<file path="src/rtl/clk_seq_pkg.sv">
// Shared types for the core clock switch sequencer.
// Assumes nothing beyond IEEE 1800-2017 packages.
package clk_seq_pkg;

    // Sequencer states; each non-wait state performs one visible action on exit
    typedef enum logic [3:0] {
        SQ_IDLE  = 4'd0,
        SQ_PARK  = 4'd1,
        SQ_LOAD  = 4'd2,
        SQ_WLOCK = 4'd3,
        SQ_GATE  = 4'd4,
        SQ_DIVWR = 4'd5,
        SQ_WBUSY = 4'd6,
        SQ_ERR   = 4'd7
    } seq_state_t;

endpackage

</file>
<file path="src/rtl/clk_seq_timer.sv">
// Wait-limit counter. Counts cycles while run_i is high and clears otherwise.
// expired_o flags the cycle in which the count equals the limit.
// Assumes limit_i is constant while run_i is high.
module clk_seq_timer #(
    parameter int CW = 8
) (
    input  logic          clk,
    input  logic          rst_n,
    input  logic          run_i,
    input  logic [CW-1:0] limit_i,
    output logic          expired_o
);

    logic [CW-1:0] cnt_q;

    // Count wait cycles; restart from zero whenever no wait is active
    always_ff @(posedge clk) begin
        if (!rst_n)     cnt_q <= '0;
        else if (run_i) cnt_q <= cnt_q + 1'b1;
        else            cnt_q <= '0;
    end

    assign expired_o = run_i && (cnt_q == limit_i);

    AST_CNT_BOUND: assert property (@(posedge clk) disable iff (!rst_n)
        run_i |-> (cnt_q <= limit_i));

endmodule

</file>
<file path="src/rtl/clk_seq_fsm.sv">
// State machine of the clock switch sequence. It exposes the current and the
// next state so that the top can act on transitions.
// Assumes lock and busy inputs are synchronous to clk.
module clk_seq_fsm
    import clk_seq_pkg::*;
(
    input  logic       clk,
    input  logic       rst_n,
    input  logic       start_i,
    input  logic       lock_i,
    input  logic       busy_i,
    input  logic       expired_i,
    output seq_state_t state_o,
    output seq_state_t nxt_o
);

    seq_state_t state_q;
    seq_state_t nxt;

    // Next-state choice: fixed step order, two bounded waits
    always_comb begin
        nxt = state_q;
        case (state_q)
            SQ_IDLE:  if (start_i) nxt = SQ_PARK;
            SQ_PARK:  nxt = SQ_LOAD;
            SQ_LOAD:  nxt = SQ_WLOCK;
            SQ_WLOCK: if (lock_i) nxt = SQ_GATE;
                      else if (expired_i) nxt = SQ_ERR;
            SQ_GATE:  nxt = SQ_DIVWR;
            SQ_DIVWR: nxt = SQ_WBUSY;
            SQ_WBUSY: if (!busy_i) nxt = SQ_IDLE;
                      else if (expired_i) nxt = SQ_ERR;
            SQ_ERR:   if (start_i) nxt = SQ_PARK;
            default:  nxt = SQ_IDLE;
        endcase
    end

    // State register
    always_ff @(posedge clk) begin
        if (!rst_n) state_q <= SQ_IDLE;
        else        state_q <= nxt;
    end

    assign state_o = state_q;
    assign nxt_o   = nxt;

    AST_START_ONLY_AT_REST: assert property (@(posedge clk) disable iff (!rst_n)
        (state_q == SQ_PARK) |-> ($past(state_q) == SQ_IDLE || $past(state_q) == SQ_ERR));

endmodule

</file>
<file path="src/rtl/clk_switch_seq.sv">
// Core clock source switch sequencer, top level.
// Drives the mux selects, PLL load, clock gate and divider write in the fixed
// order: park on reference, load PLL, await lock, switch back, gate, write
// divider, await divider idle, ungate. Clocks are outside this block.
// Assumes pll_lock_i and div_busy_i are synchronous to clk.
module clk_switch_seq
    import clk_seq_pkg::*;
#(
    parameter int               PLL_W   = 8,
    parameter int               DIV_W   = 3,
    parameter int               TMO_W   = 8,
    parameter logic [PLL_W-1:0] PLL_RST = '0,
    parameter logic [DIV_W-1:0] DIV_RST = '0
) (
    input  logic             clk,
    input  logic             rst_n,
    input  logic             start_i,
    input  logic [PLL_W-1:0] pll_cfg_i,
    input  logic [DIV_W-1:0] div_i,
    input  logic [TMO_W-1:0] tmo_i,
    input  logic             pll_lock_i,
    input  logic             div_busy_i,
    output logic             step_sel_o,
    output logic             sw_sel_o,
    output logic [PLL_W-1:0] pll_cfg_o,
    output logic             pll_ld_o,
    output logic             core_gate_o,
    output logic [DIV_W-1:0] div_o,
    output logic             div_wr_o,
    output logic             busy_o,
    output logic             done_o,
    output logic             err_o
);

    seq_state_t       state;
    seq_state_t       nxt;
    logic             expired;
    logic             waiting;
    logic [PLL_W-1:0] cfg_l;
    logic [DIV_W-1:0] div_l;
    logic [TMO_W-1:0] lim_l;

    assign waiting = (state == SQ_WLOCK) || (state == SQ_WBUSY);

    clk_seq_fsm u_fsm (
        .clk       (clk),
        .rst_n     (rst_n),
        .start_i   (start_i),
        .lock_i    (pll_lock_i),
        .busy_i    (div_busy_i),
        .expired_i (expired),
        .state_o   (state),
        .nxt_o     (nxt)
    );

    clk_seq_timer #(.CW(TMO_W)) u_timer (
        .clk       (clk),
        .rst_n     (rst_n),
        .run_i     (waiting),
        .limit_i   (lim_l),
        .expired_o (expired)
    );

    // Output registers: each state's action is applied as it is left
    always_ff @(posedge clk) begin
        if (!rst_n) begin
            step_sel_o  <= 1'b0;
            sw_sel_o    <= 1'b0;
            pll_cfg_o   <= PLL_RST;
            pll_ld_o    <= 1'b0;
            core_gate_o <= 1'b0;
            div_o       <= DIV_RST;
            div_wr_o    <= 1'b0;
            done_o      <= 1'b0;
            cfg_l       <= PLL_RST;
            div_l       <= DIV_RST;
            lim_l       <= '0;
        end else begin
            pll_ld_o <= 1'b0;
            div_wr_o <= 1'b0;
            done_o   <= 1'b0;
            case (state)
                SQ_IDLE, SQ_ERR: if (nxt == SQ_PARK) begin
                    step_sel_o <= 1'b1;
                    cfg_l      <= pll_cfg_i;
                    div_l      <= div_i;
                    lim_l      <= tmo_i;
                end
                SQ_PARK:  sw_sel_o <= 1'b1;
                SQ_LOAD: begin
                    pll_cfg_o <= cfg_l;
                    pll_ld_o  <= 1'b1;
                end
                SQ_WLOCK: if (nxt == SQ_GATE) sw_sel_o <= 1'b0;
                SQ_GATE:  core_gate_o <= 1'b1;
                SQ_DIVWR: begin
                    div_o    <= div_l;
                    div_wr_o <= 1'b1;
                end
                SQ_WBUSY: if (nxt == SQ_IDLE) begin
                    core_gate_o <= 1'b0;
                    done_o      <= 1'b1;
                end
                default: ;
            endcase
        end
    end

    assign busy_o = (state != SQ_IDLE) && (state != SQ_ERR);
    assign err_o  = (state == SQ_ERR);

    AST_SW_AFTER_STEP: assert property (@(posedge clk) disable iff (!rst_n)
        $rose(sw_sel_o) |-> (step_sel_o && $past(step_sel_o)));
    AST_LOAD_PARKED: assert property (@(posedge clk) disable iff (!rst_n)
        pll_ld_o |-> (sw_sel_o && step_sel_o));
    AST_LOAD_PULSE: assert property (@(posedge clk) disable iff (!rst_n)
        pll_ld_o |=> !pll_ld_o);
    AST_BACK_ON_LOCK: assert property (@(posedge clk) disable iff (!rst_n)
        $fell(sw_sel_o) |-> $past(pll_lock_i));
    AST_WRITE_GATED: assert property (@(posedge clk) disable iff (!rst_n)
        div_wr_o |-> (core_gate_o && $past(core_gate_o)));
    AST_UNGATE_IDLE: assert property (@(posedge clk) disable iff (!rst_n)
        $fell(core_gate_o) |-> !$past(div_busy_i));
    AST_DONE_PULSE: assert property (@(posedge clk) disable iff (!rst_n)
        done_o |=> !done_o);
    AST_DONE_NOT_BUSY: assert property (@(posedge clk) disable iff (!rst_n)
        done_o |-> !busy_o);
    AST_ERR_NO_DONE: assert property (@(posedge clk) disable iff (!rst_n)
        err_o |-> !done_o);

endmodule

</file>
<file path="config.mk">
export PLATFORM = sky130hd
export DESIGN_NAME = clk_switch_seq
export DESIGN_NICKNAME = d
export VERILOG_FILES = /design/src/rtl/clk_seq_pkg.sv /design/src/rtl/clk_seq_timer.sv /design/src/rtl/clk_seq_fsm.sv /design/src/rtl/clk_switch_seq.sv
export SDC_FILE = /design/constraint.sdc
export NUM_CORES = 1
export LEC_CHECK = 0
export BUFFER_PORTS_ARGS = -buffer_cell sky130_fd_sc_hd__buf_2
export CAP_MARGIN = 20
export CORE_MARGIN = 5
export CORE_UTILIZATION = 57
export CTS_CLUSTER_DIAMETER = 200
export CTS_CLUSTER_SIZE = 12
export DETAILED_ROUTE_END_ITERATION = 7
export PLACE_DENSITY = 0.83
export SYNTH_ARGS = -nofsm -noshare
export SYNTH_HDL_FRONTEND = slang
export SYNTH_SLANG_ARGS = --single-unit
</file>
<file path="constraint.sdc">
create_clock -name clk -period 4 [get_ports clk]
set_clock_uncertainty 0.15 [all_clocks]
set_input_delay 1 -clock clk [delete_from_list [all_inputs] [get_ports clk]]
set_output_delay 1 -clock clk [all_outputs]
set_load 0.03 [all_outputs]
</file>
-- Word-level counts from Yosys, hierarchy flattened
Cells that the tools add are included.
Widths: inputs -> output; s select.
- add/sub/neg operators: 1
- $mul: 0
- div/mod/pow operators: 0
- $lt $le $gt $ge: 0
- equality and inequality tests: 13
- shift-type cells: 0
- mux-type cells: 12
- bitwise logic cells: 0
- reductions and logical operators: 14
- operators by type and width (cell ; number):
    $pmux 4 s7 ; 1
    $eq 4x3->1 const B ; 5
    $mux 4 ; 4
    $reduce_and 2->1 ; 5
    $add 8x1->8 const B ; 1
    $eq 4x1->1 const B ; 2
    $eq 4x2->1 const B ; 2
    $eq 8x8->1 ; 1
    $logic_not 4->1 ; 2
    $mux 1 ; 5
    $ne 2x1->1 const B ; 2
    $ne 4x3->1 const B ; 1
    $pmux 1 s2 ; 2
    $reduce_bool 2->1 ; 2
    $reduce_bool 4->1 ; 1
    $logic_and 1x1->1 ; 2
    $reduce_or 2->1 ; 1
    $logic_or 1x1->1 ; 1
- register bits after elaboration: 48
- bits in latches: 0
- memory bits (writable): 0
- bits in read-only memories: 0
- memories kept: 0

-- Longest topological paths before layout
- depth after elaboration: 9
- mapped depth: 6

-- By module
A second synthesis with hierarchy kept.
- cell total of the unflattened synthesis: 242
- area total of the unflattened synthesis: 2225.9 sq um
- by module, submodules not included (module ; instances ; cells an instance ; area an instance (sq um)):
    clk_switch_seq ; 1 ; 162 ; 1545.2
    clk_seq_timer ; 1 ; 46 ; 401.6
    clk_seq_fsm ; 1 ; 34 ; 279.0

-- Worst setup path after synthesis
OpenSTA, ideal clock, no wires.
- path kind: flip-flop to output port
- start: register u_fsm.state_q[1] (netlist: u_fsm.state_o[1])
- end: output busy_o
- data arrival time: 1.244 ns
- path slack: 1.606 ns
- stages on the path, launching flop included: 4
- cells stage by stage: dfxtp_1 buf_2 nor3_1 o21ai_0
- cells in the longest elaborated chain, start to end: 2
- elaborated cells on any way between the ends: 3
- ends and longest elaborated chain (element ; line ; RTL):
    from (decl) ; clk_seq_fsm.sv:17 ; seq_state_t state_q;
    from (signal assigned) ; clk_seq_fsm.sv:41 ; else state_q <= nxt;
    $ne 4x3->1 or $reduce_bool 4->1 (tied branches) ; clk_switch_seq.sv:109 ; assign busy_o = (state != SQ_IDLE) && (state != SQ_ERR);
    $logic_and 1x1->1 (*) ; clk_switch_seq.sv:109 ;
    to (decl) ; clk_switch_seq.sv:30 ; output logic busy_o,
Mark *: on every way between the ends. The rest lies on a longest branch, timed or not.

-- Worst setup path in the final report
- start: register u_fsm.state_q[0] (netlist: u_fsm.state_o[0])
- end: output err_o
- cells in the longest elaborated chain, start to end: 1
- ends and longest elaborated chain (element ; line ; RTL):
    $eq 4x3->1 ; clk_switch_seq.sv:110 ; assign err_o = (state == SQ_ERR);
    to (decl) ; clk_switch_seq.sv:32 ; output logic err_o
No other way between the ends.

==> results.md <==
- Status: finished, final reports clean
- Gp weighted congestion: 0.7819
- # rows: 21
- Part of the power in the clock network: 29.3%
- Clock slew at reported path FFs: 0.13 ns
- Post-Syn Instances: 213
- Fraction of synthesized cell area in xor and xnor cells: 5.961%
- Hold Path Depth: 2
- Total wire length: 3858 um
- Yosys cell types: 38
- PostCTS Resize Cnt: 0
- Synth Area per Inst: 9.657 um^2
- Netlist Area Pre-Place: 2057 um^2
- Inst Count DP: 291
- Largest net degree at the start of global routing: 41
- Die area: 4910 um^2
- CP arrival: 1.60 ns
- DP HPWL: 2715 um
- Maximum VDD drop: 0.2650 mV
- Startpoint Class: flop
- Area Overhead vs Synth: 13.63%
- RSZ-0062 raised after global routing: false
- Syn Nets: 238
- Vias in the first global route: 1,512
- Internal power: 603.3 uW
- Adder-Cell Fraction of Synth Area: 0.6083%
- Maxcap violations: 0
- Pins Over Slew Limit: 0
- H-tree level count: 2
- Design Area, Final: 2337 um^2
- Buffers on Ports: 42
- Hold violation count in the final report: 0
- Final global-route overflow total: 0
- Register area: 960.9 um^2
- Min-Delay Path Class: flop to flop
- First drt pass iteration count: 4
- WL/cell: 12.90 um
- First-pass GRT wire length: 6941 um
- Drt initial violations: 71
- Vias per inst: 5.094
- Hold_ws: 0.3077 ns
- Largest family of logic cells by synthesized area: simple AND/OR/NAND/NOR gates
- CP Class: flop to output port
- CP endpoint kind: output port
- Mux cell area share after synthesis: 10.71%
- DR vias: 1,523
- Clock Latency Late Sink: 0.36 ns
- R2r worst-path depth: 4
- Switch Pwr: 182.7 uW
- Slew margin rel.: 59.36%
- Cell leakage power: 0.001080 uW
- Root Buffer: clkbuf_4
- Hold Buf Count CTS: 0
- Part of the power in combinational logic: 7.5%
- Ports: 43
- Synth warn: 0
- Worst-path fanout max: 15
- Final min period: 2.751 ns
- Non-Filler Instances: 299
- Final setup violation count: 0
- Number of buffers inserted by post-CTS setup repair: 0
- Post-synthesis register bit count: 48
- P per Cell Area: 336.3 nW/um^2
- Number of fill cells: 297
- Slew @ Worst Pin: 0.6063 ns
- DIE WIDTH: 70.07 um
- Inserted Clock Buffers: 5
- Remaining antenna violation count: 0
- Net Sw Frac: 23.25%
- Worst endpoint required time: 2.85 ns
- Antenna cells: 0
- Antenna violations before repair: 0
- Initial Utilization: 60.22%
- Setup TNS: 0 ns
- Core area: 3416 um^2
- DRC Markers: 0
- Nets@finish: 277
- Total track usage: 17.52%
- Placed cell area: 2276 um^2
- Sequential Power Share: 63.1%
- Period utilization: 68.76%
- Design Power: 786.0 uW
- Post-synthesis compound-gate area fraction: 9.550%
- Die Ht: 70.07 um
- Most common cell after layout, fill and taps aside: dfxtp_1
- Max Buffers Root-to-Sink: 2
- Simple-gate share of the synthesized area: 22.81%
- Seq/Total Area, Yosys: 46.72%
- Area occupied by multi-input gates: 1025 um^2
- Share of layout cells above drive strength 1: 21.74%
- Most frequent cells in the layout: dfxtp_1 (48), buf_2 (42), nor2b_1 (25)
- Fmax: 363.6 MHz
- # clock sinks: 48
- CTS tree: yes
[registers in the layout (all words and copies together) (netlist names)]
| signal | flops |
|---|---|
| core_gate_o | 1 |
| u_timer.cnt_q | 8 |
| div_wr_o | 1 |
| div_o | 3 |
| step_sel_o | 1 |
| div_l | 3 |
| done_o | 1 |
| cfg_l | 8 |
| pll_cfg_o | 8 |
| u_fsm.state_o | 4 |
| sw_sel_o | 1 |
| lim_l | 8 |
| pll_ld_o | 1 |
[synth_stat cells (all sizes together)]
library cell | number | share of area, %
and4 | 1 | 0.43
ha | 1 | 0.61
nand2 | 18 | 3.3
nand3b | 2 | 0.73
a22oi | 2 | 0.73
nor3 | 3 | 0.97
nand4 | 1 | 0.30
mux2i | 22 | 11
conb | 1 | 0.18
nand2b | 6 | 1.8
a2111oi | 1 | 0.73
nor4 | 1 | 0.30
nor2b | 25 | 7.6
o31ai | 1 | 0.37
o21a | 1 | 0.37
o211a | 1 | 0.49
buf | 6 | 1.8
a21boi | 9 | 3.3
or3b | 1 | 0.43
dfxtp | 48 | 47
and3b | 1 | 0.43
inv | 4 | 0.73
and2 | 2 | 0.61
a311oi | 1 | 0.43
or3 | 2 | 0.61
xor2 | 13 | 5.5
xnor2 | 1 | 0.43
nor2 | 11 | 2.0
o31a | 1 | 0.43
and3 | 6 | 1.8
nand3 | 6 | 1.5
o21ai | 3 | 0.73
o211ai | 1 | 0.61
a21oi | 5 | 1.4
clkbuf | 5 | 0.91
[power by group through the flow]
stage / Combinational, uW / Sequential, uW / Clock, uW
3_5_place_dp: 59.7 / 507 / 0
6_report: 59.1 / 496 / 231
4_1_cts: 59.8 / 496 / 237
5_1_grt: 66.1 / 498 / 261
3_3_place_gp: 58.1 / 507 / 0
2_1_floorplan: 39.8 / 507 / 0
[stage by stage]
step	util [%]	setup WS [ns]
detailed placement	66.63	1.660
finish	68.42	1.249
global route	68.42	1.110
floorplan	-	1.606
global placement	66.63	1.697
CTS	68.42	1.255
[worst paths after layout]
kind / startpoint / endpoint / slack [ns]
max: u_fsm.state_o[0]$_SDFF_PN0_ / err_o / 1.25
min: step_sel_o$_SDFFE_PN0P_ / step_sel_o$_SDFFE_PN0P_ / 0.31
max reg2reg: u_fsm.state_o[0]$_SDFF_PN0_ / done_o$_SDFF_PN0_ / 2.11
min reg2reg: step_sel_o$_SDFFE_PN0P_ / step_sel_o$_SDFFE_PN0P_ / 0.31
[metal layers]
layer / up-vias / wire length [um] / track usage, %
met4: 0 / 57 / 5.745
met3: 6 / 233 / 6.456
met5: - / 0 / 0
met2: 32 / 1775 / 28.44
li1: 792 / - / -
met1: 693 / 1792 / 21.43
[worst max-delay path, stage by stage (launching register included)]
cell and delay [ns]:
dfxtp_1 0.60, nor2b_1 0.28, and3_1 0.18, buf_2 0.19
[cell type report]
| cell class | instances | area share, % |
|---|---|---|
| clock inverters | 2 | 0.4283 |
| repair buffers | 43 | 9.315 |
| inverters | 4 | 0.6424 |
| multi-input cells | 150 | 43.84 |
| clock buffers | 6 | 2.195 |
| flip-flops and latches | 48 | 41.11 |
| well taps | 46 | 2.463 |
[kinds of logic after synthesis]
group                    count (synthesis)
XOR/XNOR                                14
flip-flops                              48
other                                    1
buffers and inverters                   15
AO/OA/AOI/OAI                           26
multiplexers                            22
adder cells (fa/ha/maj)                  1
AND/OR/NAND/NOR                         86
Power figures use the tool's default switching activity.
